--- src/rtl/spi_cfg_seq.sv ---
module spi_cfg_seq #(
  parameter int CLK_HZ    = 100_000_000,
  parameter int POLL_MS   = 10,
  parameter int MAX_POLLS = 500,
  parameter int SCK_DIV   = 4,
  parameter int LEN_W     = 24
) (
  input  logic             clk,
  input  logic             rst_n,
  input  logic             start,
  input  logic [LEN_W-1:0] bs_len,
  input  logic [7:0]       bs_data,
  input  logic             bs_valid,
  output logic             bs_ready,
  output logic             sclk,
  output logic             mosi,
  output logic             cs_n,
  input  logic             miso,
  output logic             busy,
  output logic             done_ok,
  output logic             err,
  output logic [2:0]       err_code
);
  localparam int POLL_CYC = CLK_HZ / 1000 * POLL_MS;
  localparam int PT_W = $clog2(POLL_CYC + 1);
  localparam int PC_W = $clog2(MAX_POLLS + 1);
  localparam int DV_W = $clog2(SCK_DIV + 1);
  localparam int IW   = LEN_W + 1;
  localparam logic [31:0] ID_A = 32'hC208_8080;
  localparam logic [31:0] ID_B = 32'hC204_8080;
  localparam logic [31:0] ST_ERASED = 32'h0001_0000;
  localparam logic [31:0] ST_DONE   = 32'h0000_4000;

  typedef enum logic [3:0] {
    S_IDLE, S_RDID, S_RDST, S_RFSH, S_WREN, S_ERASE,
    S_POLL, S_WAIT, S_BURST, S_WDIS, S_FINAL
  } ph_t;

  ph_t             ph;
  logic            cs_q, sck_q, shifting, ok_q, err_q;
  logic [7:0]      tx, rxb, opc, nxt_byte;
  logic [31:0]     word;
  logic [2:0]      bitc, code_q;
  logic [DV_W-1:0] div;
  logic [IW-1:0]   idx, flen;
  logic [LEN_W-1:0] len_q;
  logic [PT_W-1:0] tmr;
  logic [PC_W-1:0] polls;
  logic            is_read, in_frame, need_data, can_load, frame_end, tick;

  assign is_read   = ph inside {S_RDID, S_RDST, S_POLL, S_FINAL};
  assign in_frame  = !(ph inside {S_IDLE, S_WAIT});
  assign flen      = (ph == S_BURST) ? {1'b0, len_q} + IW'(8) : (is_read ? IW'(8) : IW'(4));
  assign need_data = (ph == S_BURST) && idx >= IW'(4) && idx < {1'b0, len_q} + IW'(4);
  assign can_load  = in_frame && !cs_q && !shifting && idx != flen;
  assign frame_end = in_frame && !cs_q && !shifting && idx == flen;
  assign tick      = div == DV_W'(SCK_DIV - 1);
  assign bs_ready  = can_load && need_data;

  always_comb begin
    case (ph)
      S_RDID:  opc = 8'h07;
      S_RFSH:  opc = 8'h71;
      S_WREN:  opc = 8'h4A;
      S_ERASE: opc = 8'h70;
      S_BURST: opc = 8'h41;
      S_WDIS:  opc = 8'h4F;
      default: opc = 8'h09;
    endcase
    if (idx == '0)                          nxt_byte = opc;
    else if (ph == S_BURST && idx < IW'(4)) nxt_byte = 8'hFF;
    else if (need_data)                     nxt_byte = bs_data;
    else                                    nxt_byte = 8'h00;
  end

  always_ff @(posedge clk or negedge rst_n) begin
    if (!rst_n) begin
      ph <= S_IDLE; cs_q <= 1'b1; sck_q <= 1'b0; shifting <= 1'b0;
      tx <= '0; rxb <= '0; word <= '0; bitc <= '0; div <= '0; idx <= '0;
      len_q <= '0; tmr <= '0; polls <= '0; ok_q <= 1'b0; err_q <= 1'b0; code_q <= '0;
    end else begin
      ok_q  <= 1'b0;
      err_q <= 1'b0;
      if (shifting) begin
        div <= tick ? '0 : div + 1'b1;
        if (tick) begin
          if (!sck_q) begin
            sck_q <= 1'b1;
            rxb   <= {rxb[6:0], miso};
          end else begin
            sck_q <= 1'b0;
            tx    <= {tx[6:0], 1'b0};
            bitc  <= bitc + 1'b1;
            if (bitc == 3'd7) begin
              shifting <= 1'b0;
              if (idx > IW'(4)) word <= {rxb, word[31:8]};
            end
          end
        end
      end else if (can_load && (!need_data || bs_valid)) begin
        tx <= nxt_byte; shifting <= 1'b1; div <= '0; bitc <= '0; idx <= idx + 1'b1;
      end

      case (ph)
        S_IDLE:
          if (start) begin
            code_q <= '0;
            if (bs_len == '0) begin
              err_q <= 1'b1; code_q <= 3'd1;
            end else begin
              len_q <= bs_len; polls <= '0; ph <= S_RDID;
            end
          end
        S_WAIT:
          if (tmr == PT_W'(POLL_CYC - 1)) begin
            tmr <= '0; ph <= S_POLL;
          end else tmr <= tmr + 1'b1;
        default:
          if (cs_q) begin
            cs_q <= 1'b0; idx <= '0;
          end else if (frame_end) begin
            cs_q <= 1'b1;
            case (ph)
              S_RDID:
                if (word == ID_A || word == ID_B) ph <= S_RDST;
                else begin ph <= S_IDLE; err_q <= 1'b1; code_q <= 3'd2; end
              S_RDST:  ph <= S_RFSH;
              S_RFSH:  ph <= S_WREN;
              S_WREN:  ph <= S_ERASE;
              S_ERASE: ph <= S_POLL;
              S_POLL:
                if (word == ST_ERASED) ph <= S_BURST;
                else if (polls == PC_W'(MAX_POLLS - 1)) begin
                  ph <= S_IDLE; err_q <= 1'b1; code_q <= 3'd3;
                end else begin
                  polls <= polls + 1'b1; tmr <= '0; ph <= S_WAIT;
                end
              S_BURST: ph <= S_WDIS;
              S_WDIS:  ph <= S_FINAL;
              default: begin
                ph <= S_IDLE;
                if ((word & ST_DONE) != '0) ok_q <= 1'b1;
                else begin err_q <= 1'b1; code_q <= 3'd4; end
              end
            endcase
          end
      endcase
    end
  end

  assign sclk     = sck_q;
  assign mosi     = tx[7];
  assign cs_n     = cs_q;
  assign busy     = ph != S_IDLE;
  assign done_ok  = ok_q;
  assign err      = err_q;
  assign err_code = code_q;

  p_sclk_idle_r1: assert property (@(posedge clk) disable iff (!rst_n)
    cs_n |-> !sclk);
  p_mosi_hold_r1: assert property (@(posedge clk) disable iff (!rst_n)
    $rose(sclk) |-> $stable(mosi));
  p_ready_gate_r7: assert property (@(posedge clk) disable iff (!rst_n)
    bs_ready |-> (busy && !cs_n && !sclk));
  p_stall_r7: assert property (@(posedge clk) disable iff (!rst_n)
    (bs_ready && !bs_valid) |=> (!sclk && !cs_n));
  p_zero_len_r9: assert property (@(posedge clk) disable iff (!rst_n)
    (start && !busy && bs_len == '0) |=> (err && err_code == 3'd1 && cs_n && !busy));
  p_pulse_excl_r10: assert property (@(posedge clk) disable iff (!rst_n)
    !(done_ok && err));
  p_code_valid_r10: assert property (@(posedge clk) disable iff (!rst_n)
    err |-> (err_code >= 3'd1 && err_code <= 3'd4));
  p_busy_end_r10: assert property (@(posedge clk) disable iff (!rst_n)
    $fell(busy) |-> (done_ok || err));
endmodule

--- config.mk ---
export PLATFORM = sky130hd
export DESIGN_NAME = spi_cfg_seq
export DESIGN_NICKNAME = d
export VERILOG_FILES = /design/src/rtl/spi_cfg_seq.sv
export SDC_FILE = /design/constraint.sdc
export NUM_CORES = 1
export LEC_CHECK = 0
export BUFFER_PORTS_ARGS = -buffer_cell sky130_fd_sc_hd__buf_2
export CORE_MARGIN = 2
export CORE_UTILIZATION = 55
export DETAILED_ROUTE_END_ITERATION = 8
export PLACE_DENSITY = 0.76
export SLEW_MARGIN = 20
export SYNTH_ARGS = -nofsm -noshare
export SYNTH_HDL_FRONTEND = slang
export SYNTH_SLANG_ARGS = --single-unit
export TNS_END_PERCENT = 10
--- constraint.sdc ---
create_clock -name clk -period 4.2 [get_ports clk]
set_input_delay 0.84 -clock clk [delete_from_list [all_inputs] [get_ports clk]]
set_output_delay 0.84 -clock clk [all_outputs]
set_load 0.02 [all_outputs]
# [After elaboration in Yosys (flattened, before gate mapping)]
# Cells that the tools add are included.
# W data, S select, Z words.
[totals] register_bits=144 in_bits=37 output_inout_bits=10 word_cells=184
[op_classes] n_addsub=7 n_lt_le_gt_ge=4 eq_ne=36 n_mux=78 bitwise_logic=4 n_reduce_logical=39
[ops] op="$mux W25" n=5
[ops] op="$mux W20" n=6
[ops] op="$eq A32 B32 Y1 const B" n=2
[ops] op="$mux W9" n=7
[ops] op="$mux W8" n=7
[ops] op="$mux W3" n=14
[ops] op="$pmux W7 S6" n=1
[ops] op="$pmux W20 S2" n=1
[ops] op="$eq A32 B17 Y1 const B" n=1
[ops] op="$pmux W4 S8" n=1
[ops] op="$mux W4" n=7
[ops] op="$add A24 B3 Y25 const B" n=1
[ops] op="$add A24 B4 Y25 const B" n=1
[ops] op="$add A25 B1 Y25 const B" n=1
[ops] op="$eq A25 B25 Y1" n=1
[ops] op="$ge A25 B3 Y1 const B" n=1
[ops] op="$gt A25 B3 Y1 const B" n=1
[ops] op="$logic_not A25 Y1" n=1
[ops] op="$lt A25 B25 Y1" n=1
[ops] op="$lt A25 B3 Y1 const B" n=1
[ops] op="$ne A25 B25 Y1" n=1
[ops] op="$logic_not A24 Y1" n=1
[ops] op="$mux W1" n=22
[ops] op="$add A20 B1 Y20 const B" n=1
[ops] op="39 further kinds" n=82

# [Longest topological paths before layout]
# Gate-level depths: netlist (run 1).
[logic_depth] ltp_word=11 ltp_mapped=21 mapped_depth_nobuf=17

# [Worst setup path before layout (run 1)]
# No wires, ideal clock.
[synth_path] kind="register to output" from="register len_q[10]" to="output bs_ready" arrival_ns=4.081 setup_slack_ns=-0.721 path_stages_with_launch=16 path_buffers=2 cell_sequence="dfrtp_1 -> buf_2 -> nand4_1 -> clkbuf_1 -> nor4_1 -> inv_1 -> or3_1 -> xnor2_1 -> ha_1 -> nand4_1 -> nor3_1 -> or3_1 -> a211oi_1 -> o21ai_0 -> a41oi_1 -> nor3b_1"
[synth_via] elab_chain_cells=5 word_cells_on_any_way=8
[synth_rtl] item="start: declaration" line="46" rtl="logic [LEN_W-1:0] len_q;"
[synth_rtl] item="start signal: assignment" line="80" rtl="len_q <= '0; tmr <= '0; polls <= '0; ok_q <= 1'b0; err_q <= 1'b0; code_q <= '0;"
[synth_rtl] item="start signal: assignment" line="111" rtl="len_q <= bs_len; polls <= '0; ph <= S_RDID;"
[synth_rtl] item="branches (longest 4 deep; another with $add A24 B3 Y25)"
[synth_rtl] item="$logic_and A1 B1 Y1 (*)" line="58" rtl="assign bs_ready = can_load && need_data;"
[synth_rtl] item="end: declaration" line="14" rtl="output logic bs_ready,"
# Every way passes the cells marked *.

# [Final worst setup path (run 1)]
[layout_path] from="register len_q[3]" to="output bs_ready"
# Same word-level chain as after synthesis.

==> impl_metrics.toml, run 1 <==
[status]
outcome = "finished, violations left"
violations = "setup timing"

[cells_and_area]
syn_to_final_growth_pct = 17.9
layout-drive-gt1-share_pct = 23.7
stdcell_count = 1346
nets = 1183
diodes = 0
fillers = 1319
post-route-util_pct = 66.6

[pwr]
clockPowerShare_pct = 50.8
peakVddDrop_mv = 0.293
p_leak_nw = 4.88
p_sw_share_pct = 25.8
seqPwrFrac_pct = 44.1
p_int_mw = 2.40
p_switching_uw = 832
power_frac_comb_pct = 5.1
power.density_mw_per_mm2 = 290

[setup_path]
crit_family = "simple AND/OR/NAND/NOR gates"
ff2ff_path_depth = 14
max_stage_delay_ns = 0.40
critical_path_required_ns = 3.36
r2r_setup_slack_ns = -0.04
cp-end-kind = "output pin"
worst_r2r_endpoint = "polls[2]$_DFFE_PN0P_"
crit_chain = "ha_4, nand3_4, nor4_4, inv_1, or3_1, xnor2_1, ha_1, nand4_1, nor3_1, or3_1, a211oi_2, o21ai_1, a41oi_2, nor3b_4, buf_6"
worst-path-buf-inv = 2
slowest_stage = "dfrtp_2"
crit_cells = 15
cp-startpoint = "len_q[3]$_DFFE_PN0P_"
cpMostUsedCell = "or3_1"
worstSetupStartpointType = "flip-flop"
critical_path_arrival_ns = 3.76
cp-endpoint = "bs_ready"
r2r_start = "len_q[3]$_DFFE_PN0P_"
worstSetupPathType = "reg2out"
critPathMaxFanout = 3

[detailed_routing]
via_count = 8505
drtIter0Drc = 733
viasPerCell = 6.32
wire_per_inst_um = 18.6
firstDrtPassIters = 6
drt-total-wl_mm = 25.0
route.detailed.drc = 0
postRouteAntennaNets = 0

[floorplan]
fp.dieW_um = 135
ios = 47
start_util_pct = 56.5
die_area_mm2 = 0.0182
core_mm2 = 0.0167
die_height_um = 135
num_rows = 47

[cts]
cts_max_level = 4
cts.hold.buffers_added = 0
cts_buffer_depth = 2
cts_tree = "built"
clkTransAtPathRegs_ns = 0.07
cts_root_buf = "clkbuf_16"
clock_sinks = 144
clk_latency_ns = 0.44
cts_made_buffers = 17

[timing]
setup_tns_ns = -0.456
finalMaxSlewViolations = 0
min_period_ns = 4.60
worst_slew_pin_slew_ns = 0.875
worst_slack_ns = -0.403
period_share_pct = 110
max_slew_margin_pct = 41.7
clock_skew_ns = 0.0135
clock.fmax_mhz = 217
finalHoldViolations = 0
rsz0062_at_grt = "true"
finalSetupViolations = 3
hold_ws_ns = 0.460

[placed_design]
place.gp.congestion = 0.918
port_buffers = 46
dp_cells = 1306
post-dp-hpwl_mm = 17.7

[run]
maxCapViolations = 0

[yosys]
synth_top_family_by_area = "simple AND/OR/NAND/NOR gates"
synth_edf_count = 0
ys_types = 74
yosys.area_share.xor_xnor_pct = 4.42
synth_area_leaders = "dfrtp_1 38%, mux2_2 8.8%, ha_1 4.4%"
avgSynthCellArea_um2 = 9.12
synthAdderAreaFrac_pct = 4.38
synth_cells = 1034
yosysTopAreaCell = "dfrtp_1"
synthSimpleGateAreaFrac_pct = 23.8
synth_flop_cell = "dfrtp_1"
synth_warnings = 0
syn_area_mm2 = 0.00943
syn_nets = 1104
async_flop_share_pct = 100
synthMuxAreaShare_pct = 9.79
yosysTopAreaCellShare_pct = 37.9
ys_seq_area_share_pct = 38.2
synth_compound_area_share_pct = 15.6
ys_seq_elements = 144

[global_route]
grt_pass1_wl_mm = 40.7
grt_pass1_vias = 8094
grtUsageTotal_pct = 28.1
antenna_found_initial = 0
grt_max_degree = 93
overflow = 0

[min_path]
hold_path.class = "in2async"
## state kept, by name, summed over array words and instances, names as in the netlist, 4 cells and up
signal  cells
tx          8
word       32
polls       9
ph          4
len_q      24
tmr        20
idx        25
rxb         8
## synth_stat cells (all sizes together) (8+ instances only)
library cell / n
a21o: 17
inv: 28
nand2b: 12
nor3: 34
mux2: 74
xnor2: 23
clkbuf: 45
mux2i: 9
ha: 33
nor2: 55
nor4: 36
or3: 20
dfrtp: 143
o21ai: 70
or4: 19
o211ai: 9
xor2: 22
a21oi: 45
and3: 19
nand3: 42
buf: 18
o31ai: 13
nand4: 36
nor2b: 8
and4: 8
nand2: 87
## layer usage
layer	track usage [%]	vias to the layer above	part of all wire, %
met5	0	-	0
met4	9.61	0	2.1
met3	4.05	42	5.6
met2	48.0	301	50
met1	36.7	4121	42
li1	-	4041	-
## power by group through the flow
stage / Combinational [mW] / Clock [mW] / Sequential, mW
after floorplan: 0.0795 / 0 / 1.44
after global placement: 0.161 / 0 / 1.45
after detailed placement: 0.165 / 0 / 1.45
after CTS: 0.166 / 1.66 / 1.42
after global routing: 0.185 / 1.71 / 1.42
final: 0.166 / 1.64 / 1.42
## how the worst min path moves through the flow
| stage | end | slack [ns] | startpoint |
|---|---|---|---|
| 6_report | idx[16]$_DFF_PN0_ | 0.46 | rst_n |
| 5_1_grt | err_code[2]$_DFFE_PN0P_ | 0.53 | err_code[2]$_DFFE_PN0P_ |
| 4_1_cts | tx[0]$_DFFE_PN0P_ | 0.49 | tx[0]$_DFFE_PN0P_ |
| 3_5_place_dp | tx[0]$_DFFE_PN0P_ | 0.47 | tx[0]$_DFFE_PN0P_ |
| 3_3_place_gp | tx[0]$_DFFE_PN0P_ | 0.47 | tx[0]$_DFFE_PN0P_ |
| 2_1_floorplan | tx[0]$_DFFE_PN0P_ | 0.45 | tx[0]$_DFFE_PN0P_ |
## timing repair
item	4_1_cts	5_1_grt
endpoints found under the setup margin	13	38
buffers inserted	2	7
pin swaps	3	5
resized for setup	6	22
## layout by cell type (no fill, tap or decap), drive strengths merged, types with 13 or more instances in the layout
cell type / synthesis / final
dfrtp: 143 / 143
buf: 18 / 123
nand2: 87 / 87
mux2: 74 / 74
o21ai: 70 / 70
nor2: 55 / 55
a21oi: 45 / 45
nand3: 42 / 42
inv: 28 / 37
nand4: 36 / 36
nor4: 36 / 36
nor3: 34 / 34
ha: 33 / 33
xnor2: 23 / 23
xor2: 22 / 22
or3: 20 / 20
and3: 19 / 19
or4: 19 / 19
a21o: 17 / 17
clkbuf: 45 / 17
o31ai: 13 / 13
## stage by stage
step | setup slack (ns) | power [mW] | instance area [µm²]
after global routing | -0.576 | 3.32 | 11100
after detailed placement | -0.0632 | 1.61 | 10300
after CTS | -0.374 | 3.25 | 11000
after floorplan | 0.0234 | 1.52 | 9530
after global placement | -0.0199 | 1.61 | 10300
final | -0.403 | 3.23 | 11100
## cell families after synthesis
group / after synthesis
DFF: 144
buffers and inverters: 91
AOI/OAI and AO/OA: 225
muxes: 83
and+or+nand+nor: 412
adders and majority gates: 33
xor gates and xnor gates: 46
## cell type report
class | count | area (µm²) | area share [%]
sequential | 144 | 3610 | 32.4
clock inverter | 15 | 213 | 1.91
inverter | 28 | 105 | 0.945
timing repair buffer | 123 | 845 | 7.59
multi-input combinational | 799 | 5650 | 50.8
clock buffer | 17 | 425 | 3.82
tap | 220 | 275 | 2.47
No activity file was read; power rests on OpenSTA's default activity.
==> run 2, diff against run 1 <==
--- a/config.mk
+++ b/config.mk
@@ -10,6 +10,7 @@
 export CORE_UTILIZATION = 55
 export DETAILED_ROUTE_END_ITERATION = 8
 export PLACE_DENSITY = 0.76
+export REMOVE_ABC_BUFFERS = 1
 export SLEW_MARGIN = 20
 export SYNTH_ARGS = -nofsm -noshare
 export SYNTH_HDL_FRONTEND = slang
==> constraint.sdc (replaced) <==
create_clock -name clk -period 4.2 [get_ports clk]
set_input_delay 0.84 -clock clk [delete_from_list [all_inputs] [get_ports clk]]
set_output_delay 0.84 -clock clk [all_outputs]
set_load 0.1 [all_outputs]
==> impl_metrics.toml, run 2 (synthesis gave the netlist of run 1 again) <==
[pwr]
p_sw_share_pct = 27.2
seqPwrFrac_pct = 45.3
clockPowerShare_pct = 49.2
power_mw = 3.13
power.density_mw_per_mm2 = 283
p_leak_nw = 4.83
p_switching_uw = 853
power_frac_comb_pct = 5.5
peakVddDrop_mv = 0.288
p_int_mw = 2.28

[floorplan]
fp.dieW_um = 135
die_area_mm2 = 0.0182
num_rows = 47
start_util_pct = 56.5
core_mm2 = 0.0167
ios = 47
die_height_um = 135

[run]
maxCapViolations = 0

[cells_and_area]
fillers = 1359
final_cell_mix = "143 x dfrtp_1, 86 x nand2_1, 74 x mux2_2"
top_regs = "word x32, idx x25, len_q x24"
largest_register_ffs = 32
final_common_cell = "dfrtp_1"
post-route-util_pct = 66.2
nets = 1182
diodes = 0
regMostFlops = "word"
layout-drive-gt1-share_pct = 23.6
syn_to_final_growth_pct = 17.2

[placed_design]
place.gp.congestion = 0.955
post-dp-hpwl_mm = 18.0
port_buffers = 46

[global_route]
grtUsageTotal_pct = 29.0
grt_pass1_vias = 8389
grt_max_degree = 98
overflow = 0
grt_pass1_wl_mm = 41.9
antenna_found_initial = 0

[cts]
cts_buffer_depth = 2
clock_sinks = 144
cts_tree = "built"
clkTransAtPathRegs_ns = 0.08
clk_latency_ns = 0.45
cts_made_buffers = 17
cts.hold.buffers_added = 0
cts_max_level = 4
cts_root_buf = "clkbuf_16"

[detailed_routing]
via_count = 8659
firstDrtPassIters = 5
route.detailed.drc = 0
wire_per_inst_um = 19.1
viasPerCell = 6.44
drt-total-wl_mm = 25.6
postRouteAntennaNets = 0
drtIter0Drc = 974

[timing]
worst_slack_ns = -0.563
worst_slew_pin_slew_ns = 0.932
finalHoldViolations = 0
clock.fmax_mhz = 210
finalSetupViolations = 4
clock_skew_ns = 0.0137
max_slew_margin_pct = 37.9
min_period_ns = 4.76
finalMaxSlewViolations = 0
period_share_pct = 113
rsz0062_at_grt = "true"

[min_path]
hold_path.class = "in2async"

[status]
violations = "setup timing"
outcome = "finished, violations left"

[setup_path]
worstSetupStartpointType = "flip-flop"
critPathMaxFanout = 3
worstSetupPathType = "reg2out"
critical_path_required_ns = 3.36
critical_path_arrival_ns = 3.92
cp-end-kind = "output pin"
run 2: timing repair:
action / CTS / global route
pin swaps: 1 / 7
setup buffers: 1 / 3
endpoints found under the setup margin: 14 / 38
cloned: 0 / 0
gates resized for setup: 9 / 15
run 2: path summary, 6_finish.rpt:
| path | end | cells after the start | startpoint | slack [ns] |
|---|---|---|---|---|
| setup / recovery | bs_ready | 17 | len_q[3]$_DFFE_PN0P_ | -0.56 |
| hold / removal | len_q[15]$_DFFE_PN0P_ | 1 | rst_n | 0.47 |
| setup reg to reg | idx[23]$_DFF_PN0_ | 21 | len_q[3]$_DFFE_PN0P_ | -0.09 |
| hold reg to reg | err_code[1]$_DFFE_PN0P_ | 2 | err_code[1]$_DFFE_PN0P_ | 0.49 |
| max in group asynchronous | tx[1]$_DFFE_PN0P_ | 2 | rst_n | 2.98 |
| min in group clk | err_code[1]$_DFFE_PN0P_ | 2 | err_code[1]$_DFFE_PN0P_ | 0.49 |
run 2: stage by stage:
step | setup slack, ns | setup TNS [ns] | cell area, µm² | hold WS (ns) | cells
after detailed placement | -0.304 | -1.36 | 10300 | 0.471 | 1309
after CTS | -0.505 | -0.505 | 11000 | 0.493 | 1342
final | -0.563 | -0.714 | 11100 | 0.466 | 1345
after global routing | -0.710 | -4.81 | 11100 | 0.517 | 1345
after floorplan | -2.64 | -85.58 | 9180 | 0.451 | 971
after global placement | -0.225 | -0.411 | 10300 | 0.468 | 1309
run 2: critical path: stages (launching register included):
cell,delay [ns]
dfrtp_1,0.40
ha_2,0.23
nand3_4,0.10
nor4_4,0.23
buf_4,0.16
inv_2,0.04
or3_4,0.37
xnor2_1,0.13
ha_1,0.29
nand4_1,0.09
nor3_1,0.06
or3_1,0.32
a211oi_2,0.14
o21ai_1,0.11
a41oi_2,0.26
nor3b_2,0.21
buf_4,0.14
buf_12,0.16
run 2: power by group through the flow:
stage / clock [mW] / combinational, mW / sequential [mW]
finish: 1.54 / 0.171 / 1.42
global placement: 0 / 0.163 / 1.45
CTS: 1.55 / 0.170 / 1.42
global route: 1.61 / 0.189 / 1.42
floorplan: 0 / 0.0602 / 1.45
detailed placement: 0 / 0.167 / 1.45
run 2: area by class of cell:
cell class | instances | area (µm²) | share of cell area, %
clock inverter | 15 | 188 | 1.70
tap | 220 | 275 | 2.49
sequential | 144 | 3600 | 32.6
inverter | 28 | 105 | 0.951
clock buffer | 17 | 425 | 3.85
timing repair buffer | 122 | 863 | 7.81
multi-input combinational | 799 | 5600 | 50.6
run 2: metal layers:
| metal | up-vias | track usage (%) | part of all wire, % |
|---|---|---|---|
| met5 | - | 0 | 0 |
| met4 | 0 | 12.5 | 3.9 |
| met3 | 82 | 6.34 | 6.5 |
| met2 | 352 | 48.3 | 48 |
| met1 | 4192 | 36.5 | 42 |
| li1 | 4033 | - | - |
